===== src/rtl/dref_pkg.sv =====
package dref_pkg;
  typedef enum logic [1:0] {ST_IDLE, ST_LEAD, ST_ACT, ST_PRE} strobe_st_t;
  typedef enum logic [1:0] {PH_WAIT, PH_DUMMY, PH_RUN} phase_t;
endpackage


===== src/rtl/dref_timer.sv =====
module dref_timer #(
  parameter int INT_STD = 3120,
  parameter int INT_LP  = 24960
) (
  input  logic clk,
  input  logic rst_n,
  input  logic en,
  input  logic lp_sel,
  output logic tick
);
  localparam int MAXI = (INT_LP > INT_STD) ? INT_LP : INT_STD;
  localparam int CW   = $clog2(MAXI + 1);

  logic [CW-1:0] cnt_q, cnt_d, limit;

  assign limit = lp_sel ? CW'(INT_LP - 1) : CW'(INT_STD - 1);
  assign tick  = en && (cnt_q >= limit);

  always_comb begin
    if (!en)       cnt_d = '0;
    else if (tick) cnt_d = '0;
    else           cnt_d = cnt_q + 1'b1;
  end

  always_ff @(posedge clk or negedge rst_n) begin
    if (!rst_n) cnt_q <= '0;
    else        cnt_q <= cnt_d;
  end
endmodule


===== src/rtl/dref_pending.sv =====
module dref_pending #(
  parameter int PEND_MAX = 8
) (
  input  logic clk,
  input  logic rst_n,
  input  logic inc,
  input  logic dec,
  output logic nz
);
  localparam int PW = $clog2(PEND_MAX + 1);
  localparam logic [PW-1:0] FULL = PW'(PEND_MAX);

  logic [PW-1:0] cnt_q, cnt_d;

  always_comb begin
    cnt_d = cnt_q;
    unique case ({inc, dec})
      2'b10:   cnt_d = (cnt_q == FULL) ? cnt_q : cnt_q + 1'b1;
      2'b01:   cnt_d = (cnt_q == '0) ? cnt_q : cnt_q - 1'b1;
      default: cnt_d = cnt_q;
    endcase
  end

  always_ff @(posedge clk or negedge rst_n) begin
    if (!rst_n) cnt_q <= '0;
    else        cnt_q <= cnt_d;
  end

  assign nz = (cnt_q != '0);
endmodule


===== src/rtl/dref_strobe_fsm.sv =====
module dref_strobe_fsm
  import dref_pkg::*;
#(
  parameter int T_CSR = 1,
  parameter int T_RAS = 12,
  parameter int T_RP  = 8
) (
  input  logic clk,
  input  logic rst_n,
  input  logic start,
  output logic busy,
  output logic ras_n,
  output logic cas_n
);
  localparam int MAXT = (T_RAS > T_RP) ? ((T_RAS > T_CSR) ? T_RAS : T_CSR)
                                       : ((T_RP > T_CSR) ? T_RP : T_CSR);
  localparam int TW = $clog2(MAXT + 1);
  localparam logic [TW-1:0] LAST_LEAD = TW'(T_CSR - 1);
  localparam logic [TW-1:0] LAST_ACT  = TW'(T_RAS - 1);
  localparam logic [TW-1:0] LAST_PRE  = TW'(T_RP - 1);

  strobe_st_t    st_q, st_d;
  logic [TW-1:0] t_q, t_d;
  logic          ras_d, cas_d;

  always_comb begin
    st_d = st_q;
    t_d  = t_q + 1'b1;
    unique case (st_q)
      ST_IDLE: begin
        t_d = '0;
        if (start) st_d = ST_LEAD;
      end
      ST_LEAD: if (t_q == LAST_LEAD) begin st_d = ST_ACT;  t_d = '0; end
      ST_ACT:  if (t_q == LAST_ACT)  begin st_d = ST_PRE;  t_d = '0; end
      ST_PRE:  if (t_q == LAST_PRE)  begin st_d = ST_IDLE; t_d = '0; end
      default: begin st_d = ST_IDLE; t_d = '0; end
    endcase
    ras_d = (st_d != ST_ACT);
    cas_d = !((st_d == ST_LEAD) || (st_d == ST_ACT));
  end

  always_ff @(posedge clk or negedge rst_n) begin
    if (!rst_n) begin
      st_q  <= ST_IDLE;
      t_q   <= '0;
      ras_n <= 1'b1;
      cas_n <= 1'b1;
    end else begin
      st_q  <= st_d;
      t_q   <= t_d;
      ras_n <= ras_d;
      cas_n <= cas_d;
    end
  end

  assign busy = (st_q != ST_IDLE);
endmodule


===== src/rtl/dref_seq.sv =====
module dref_seq
  import dref_pkg::*;
#(
  parameter int ADDR_W      = 10,
  parameter int INIT_WAIT   = 40000,
  parameter int INIT_CYCLES = 8,
  parameter int INT_STD     = 3120,
  parameter int INT_LP      = 24960,
  parameter int PEND_MAX    = 8,
  parameter int T_CSR       = 1,
  parameter int T_RAS       = 12,
  parameter int T_RP        = 8
) (
  input  logic              clk,
  input  logic              rst_n,
  input  logic              lp_sel,
  input  logic              ctrl_idle,
  output logic              ras_n,
  output logic              cas_n,
  output logic              we_n,
  output logic              oe_n,
  output logic [ADDR_W-1:0] addr_o,
  output logic              ref_req,
  output logic              ref_busy,
  output logic              mem_ready
);
  localparam int WW = $clog2(INIT_WAIT + 1);
  localparam int DW = $clog2(INIT_CYCLES + 1);
  localparam logic [WW-1:0] WAIT_LAST = WW'(INIT_WAIT - 1);

  phase_t        ph_q, ph_d;
  logic [WW-1:0] wait_q, wait_d;
  logic [DW-1:0] dum_q, dum_d;
  logic          busy, tick, pend_nz, start;

  assign start = !busy &&
                 (((ph_q == PH_DUMMY) && (dum_q != '0)) ||
                  ((ph_q == PH_RUN) && pend_nz && ctrl_idle));

  always_comb begin
    ph_d   = ph_q;
    wait_d = wait_q;
    dum_d  = dum_q;
    unique case (ph_q)
      PH_WAIT: begin
        if (wait_q == WAIT_LAST) ph_d = PH_DUMMY;
        else                     wait_d = wait_q + 1'b1;
      end
      PH_DUMMY: begin
        if (start) dum_d = dum_q - 1'b1;
        if ((dum_q == '0) && !busy) ph_d = PH_RUN;
      end
      default: ph_d = PH_RUN;
    endcase
  end

  always_ff @(posedge clk or negedge rst_n) begin
    if (!rst_n) begin
      ph_q   <= PH_WAIT;
      wait_q <= '0;
      dum_q  <= DW'(INIT_CYCLES);
    end else begin
      ph_q   <= ph_d;
      wait_q <= wait_d;
      dum_q  <= dum_d;
    end
  end

  dref_timer #(.INT_STD(INT_STD), .INT_LP(INT_LP)) u_timer (
    .clk(clk), .rst_n(rst_n), .en(ph_q == PH_RUN), .lp_sel(lp_sel), .tick(tick)
  );

  dref_pending #(.PEND_MAX(PEND_MAX)) u_pend (
    .clk(clk), .rst_n(rst_n), .inc(tick), .dec(start && (ph_q == PH_RUN)), .nz(pend_nz)
  );

  dref_strobe_fsm #(.T_CSR(T_CSR), .T_RAS(T_RAS), .T_RP(T_RP)) u_fsm (
    .clk(clk), .rst_n(rst_n), .start(start), .busy(busy), .ras_n(ras_n), .cas_n(cas_n)
  );

  assign we_n      = 1'b1;
  assign oe_n      = 1'b1;
  assign addr_o    = '0;
  assign ref_req   = pend_nz;
  assign ref_busy  = busy;
  assign mem_ready = (ph_q == PH_RUN);
endmodule


===== config.mk =====
export PLATFORM = sky130hd
export DESIGN_NAME = dref_seq
export DESIGN_NICKNAME = d
export VERILOG_FILES = /design/src/rtl/dref_pkg.sv /design/src/rtl/dref_timer.sv /design/src/rtl/dref_pending.sv /design/src/rtl/dref_strobe_fsm.sv /design/src/rtl/dref_seq.sv
export SDC_FILE = /design/constraint.sdc
export NUM_CORES = 1
export LEC_CHECK = 0
export BUFFER_PORTS_ARGS = -buffer_cell sky130_fd_sc_hd__buf_2
export CAP_MARGIN = 40
export CORE_MARGIN = 8
export CORE_UTILIZATION = 54
export CTS_CLUSTER_DIAMETER = 200
export CTS_CLUSTER_SIZE = 10
export DETAILED_ROUTE_END_ITERATION = 8
export PLACE_DENSITY_LB_ADDON = 0.25
export SYNTH_ARGS = -nofsm -noshare
export SYNTH_HDL_FRONTEND = slang
export SYNTH_SLANG_ARGS = --single-unit

===== constraint.sdc =====
create_clock -name clk -period 2.95 [get_ports clk]
set_input_delay 0 -clock clk [delete_from_list [all_inputs] [get_ports clk]]
set_output_delay 0 -clock clk [all_outputs]
set_load 0.02 [all_outputs]

# [Yosys cells after proc, flatten, opt, wreduce, memory -nomap -nowiden]
# Index checks and enable logic that the tools add are counted.
[totals] ff_bits=49 latchBits=0 ram_bits=0 rom_bits=0 inputBits=4 out_inout_bits=17 memories=0
[op_classes] addsub=6 mul=0 div=0 order_cmp=1 n_eq_ne=18 shift=0 muxes=18 n_bitwise=1 n_reduce_logical=24
[ops] cell="15-bit 2-to-1 mux" n=3
[ops] cell="4-bit 2-to-1 mux" n=5
[ops] cell="16-bit by 1-bit adder with 16-bit output, second input constant" n=1
[ops] cell="16-bit equality test, second input constant" n=1
[ops] cell="4-bit case mux with 4 select lines" n=1
[ops] cell="15-bit by 1-bit adder with 15-bit output, second input constant" n=1
[ops] cell="15-bit greater-or-equal comparator" n=1
[ops] cell="4-bit logical NOT" n=3
[ops] cell="2-bit 2-to-1 mux" n=6
[ops] cell="2-bit equality test, second input constant" n=5
[ops] cell="4-bit by 1-bit adder with 4-bit output, second input constant" n=2
[ops] cell="2-bit by 1-bit equality test with 1-bit output, second input constant" n=4
[ops] cell="4-bit equality test, second input constant" n=2
[ops] cell="2-bit != test, second input constant" n=4
[ops] cell="2-bit case mux with 4 select lines" n=1
[ops] cell="4-bit case mux with 2 select lines" n=1
[ops] cell="4-bit nonzero test" n=2
[ops] cell="4-bit by 1-bit subtractor with 4-bit output, second input constant" n=2
[ops] cell="1-bit logical AND" n=7
[ops] cell="2-bit AND reduction" n=3
[ops] cell="4-bit by 3-bit equality test with 1-bit output, second input constant" n=1
[ops] cell="2-bit logical NOT" n=2
[ops] cell="2-bit case mux with 2 select lines" n=1
[ops] cell="2-bit nonzero test" n=2
[ops] cell="other kinds (5)" n=7

# [Depth between registers and ports, before layout]
[depth] ltp_word=10 ltp_mapped=14 mapped_depth_nobuf=13

# [By module]
# From an unflattened synthesis, not the netlist that was laid out.
[unflattened] hier_cells=280 hier_area_um2=2947.8
[by_module_without_submodules] module="dref_seq" instances=1 cells_per_inst=113 area_per_inst_um2=1166.1
[by_module_without_submodules] module="dref_timer" instances=1 cells_per_inst=91 area_per_inst_um2=1002.2
[by_module_without_submodules] module="dref_strobe_fsm" instances=1 cells_per_inst=44 area_per_inst_um2=449.2
[by_module_without_submodules] module="dref_pending" instances=1 cells_per_inst=32 area_per_inst_um2=330.3

# [Worst setup path before layout]
# Ideal clock, no wire load.
[synth_path] path_kind="register to register" start="register u_timer.cnt_q[0]" end="register u_pend.cnt_q[3]" arrival_ns=2.647 required_ns=2.822 path_slack_ns=0.174 path_stages_with_launch=12 n_path_buf=1 path_cell_list="dfrtp_1 > ha_1 > inv_1 > a2111oi_2 > o41a_4 > buf_6 > nand2_1 > ha_1 > mux2_2 > a21oi_1 > mux2i_1 > nand3b_1"
[synth_via] elab_chain_len=5 elab_cells_between_ends=9 classes_between="1 x order compare; 4 x eq/ne; 1 x mux; 3 x reduce/logical"
[synth_lines] item="from (decl)" line="dref_timer.sv:14" rtl="logic [CW-1:0] cnt_q, cnt_d, limit;"
[synth_lines] item="from (signal assigned)" line="dref_timer.sv:27" rtl="else cnt_q <= cnt_d;"
[synth_lines] item="15-bit greater-or-equal comparator *" line="dref_timer.sv:17" rtl="assign tick = en && (cnt_q >= limit);"
[synth_lines] item="1-bit logical AND *" line="dref_timer.sv:17"
[synth_lines] item="2-bit by 1-bit equality test with 1-bit output / 2-bit equality test (equally long branches)" line="dref_pending.sv:17" rtl="unique case ({inc, dec})"
[synth_lines] item="2-bit != test (no source line) / 2-bit nonzero test (equally long branches)"
[synth_lines] item="3-bit AND reduction (no source line)"
[synth_lines] item="to (signal assigned)" line="dref_pending.sv:26" rtl="else cnt_q <= cnt_d;"
[synth_lines] item="to (decl)" line="dref_pending.sv:13" rtl="logic [PW-1:0] cnt_q, cnt_d;"
# Mark *: on every way between the ends. The rest lies on a longest branch, timed or not.
# A chain may end at the register's enable or synchronous reset.

# [Final worst setup path]
[layout_path] start="register u_timer.cnt_q[8]" end="register u_pend.cnt_q[3]"
# Same word-level chain as after synthesis.

==> metrics.cfg <==
[sta]
fmax_ghz = 0.352
setup-violations-final = 0
timing.setup.tns_ps = 0
period_needed_ps = 2840
rsz0062_at_grt = false
slew_violations = 0
fin_skew_ps = 6.86
period_share_pct = 96.4
finalHoldViolations = 0

[min_path]
min_from = ctrl_idle
hp-class = input port to register
holdPathEnd = u_fsm.st_q[0]
holdPathStages = 4

[critical_path]
start_kind = register
setup.worst_path.end_class = register
crit_top_cell = ha_1
rr_endpoint = u_pend.cnt_q[3]
rrSetupSlack_ps = 110
worstPathMaxFanout = 7
cp.arrival_ps = 3030
r2r.worst_path.cells = 11
max_stage_delay_ps = 420
timing.rr.start = u_timer.cnt_q[8]
cp_cell_sequence = ha_1, a211oi_2, o211ai_1, o41a_4, and2_1, ha_1, mux2_2, a21oi_1, buf_4, mux2i_1, nand3b_1
critPathKind = register to register
slowest_stage = dfrtp_1
required_ps = 3140
crit_buf_inv = 1
crit_family = compound AO/OA/AOI/OAI gates

[global_route]
grt_max_degree = 29
antenna_found_initial = 0
grt-ovfl-total = 0
grt_pass1_vias = 2008
grt_usage_pct = 14.4
grt_pass1_wl_um = 8980

[yosys]
yosysTopAreaCell = dfrtp_1
syn_avg_cell_area_um2 = 10.2
synth_warnings = 0
yosys-top-cells-area = dfrtp_1, ha_1, xnor2_1
yosysMostFrequentCell = dfrtp_1
syn_area_um2 = 2860
ys_seq_elements = 49
synth_top_area_share_pct = 40.3
synth_common_cells = dfrtp_1, xnor2_1, ha_1, nand3_1, inv_1
synth_cells = 280
synthArstFlopShare_pct = 100
yosysSeqAreaShare_pct = 43.1
ys_types = 47
synth_edf_count = 0
synth_ff_type = dfrtp_1

[route]
routed_wl_um = 5330
drt_iter0_markers = 97
wl_per_cell_um = 14.4
vias = 2092
vias_per_cell = 5.67
drt_first_pass_iters = 7
drc_errors = 0
ant_nets = 0

[power]
max-vdd-ir-drop_v = 0.000368
leakagePower_uw = 0.00133
power_density_nw_per_um2 = 367

[final_layout]
layout-drive-gt1-share_pct = 16.1
area_growth_pct = 8.72
design_area_um2 = 3100
antenna_cells = 0
fin_nets = 319

[floorplan]
die-area_um2 = 7870
die_y_um = 88.7
core-area_um2 = 5110
start_util_pct = 55.9
num_io_pins = 21
rows = 26
die_w_um = 88.7

[clock_tree]
cts_made_buffers = 5
cts_max_path_buffers = 2
htreeDepth = 2
clk_pin_slew_ps = 100
cts_tree = done
clock_sinks = 49
clk_latency_ps = 310
cts_root_buf = clkbuf_8

[placement]
hpwl_um = 3810
port_buffers = 8
place_area_um2 = 2970
gp_congestion = 0.792

[job]
drv_cap = 0

[status]
outcome = complete, no violations

cells by family (layout without fill, tap and decap cells):
family / count (synthesis) / count (layout) / share of synthesized area, %
and+or+nand+nor: 108 / 108 / 22.7
DFF: 49 / 49 / 43.1
AOI/OAI and AO/OA: 35 / 35 / 8.63
xor gates and xnor gates: 33 / 33 / 10.1
buffers and inverters: 31 / 40 / 5.92
adders and majority gates: 17 / 17 / 7.45
muxes: 5 / 5 / 1.88
other: 2 / 12 / 0.263
sequential cells by signal (all words and copies together) (netlist names):
signal         cells
wait_q            16
u_fsm.ras_n        1
dum_q              4
ph_q               2
u_timer.cnt_q     15
u_fsm.cas_n        1
u_pend.cnt_q       4
u_fsm.st_q         2
u_fsm.t_q          4
layout make-up:
type	count	area [µm²]
clock buffer	5	68.8
clock inverter	3	28.8
fill	455	2000
inverter	16	60.1
multi-input combinational	210	1510
sequential	49	1230
tap	70	87.6
timing repair buffer	16	115
what timing repair did:
item | in CTS | in global routing
endpoints found under the hold margin | 21 | 0
resized for setup | 0 | 4
setup endpoints to repair | 0 | 2
hold buffers | 1 | 0
setup buffers | 0 | 1
power breakdown:
group	leakage, µW	switching, µW	internal, µW
Clock	0.0000506	249	178
Sequential	0.000660	0	671
Combinational	0.000620	33.4	8.49
Total	0.00133	283	858
per-stage QoR:
step | hold slack [ps] | util, % | worst slack [ps] | instances | power, µW
2_1_floorplan | -296 | - | 174 | 290 | 717
3_3_place_gp | 256 | 57.7 | 219 | 358 | 721
3_5_place_dp | -8.46 | 58.1 | 111 | 359 | 726
4_1_cts | 107 | 60.2 | 72.9 | 368 | 1160
5_1_grt | 141 | 60.8 | 6.59 | 369 | 1190
6_report | 115 | 60.8 | 106 | 369 | 1140
worst reg2reg max path, cell delays in order, from the launching register on:
cell and delay, ps:
dfrtp_1 420, ha_1 340, a211oi_2 240, o211ai_1 110
o41a_4 420, and2_1 180, ha_1 170, mux2_2 260
a21oi_1 140, buf_4 150, mux2i_1 190, nand3b_1 90
layout by cell type, fill, tap and decap left out, types with 4 or more instances in the layout:
cell type	count
and3_1	5
dfrtp_1	46
buf_4	6
nand2_1	13
conb_1	12
o21ai_0	5
nand2b_1	4
buf_2	8
xor2_1	12
nand3_1	17
a211oi_1	4
nor4_1	4
inv_1	16
ha_1	16
a21oi_1	10
nor2_1	12
o211ai_1	6
nand4_1	8
nor3_1	15
xnor2_1	21
nor3_2	8
clkbuf_8	5
worst max path at each step:
stage	startpoint	slack [ps]	cells past startpoint	to
CTS	u_timer.cnt_q[8]	70	12	u_pend.cnt_q[2]
detailed placement	u_timer.cnt_q[8]	110	12	u_pend.cnt_q[2]
finish	u_timer.cnt_q[8]	110	11	u_pend.cnt_q[3]
floorplan	u_timer.cnt_q[0]	170	11	u_pend.cnt_q[3]
global route	u_timer.cnt_q[14]	7	11	u_pend.cnt_q[3]
global placement	u_timer.cnt_q[8]	220	11	u_pend.cnt_q[3]
routing by layer:
metal	wire length [µm]	share of wire [%]	vias up	global-route usage, %
li1	-	-	1016	-
met1	2370	45	1025	16.8
met2	2680	50	42	25.2
met3	222	4.2	9	3.34
met4	49	0.92	0	4.76
met5	0	0	-	0
Power figures use the tool's default switching activity.
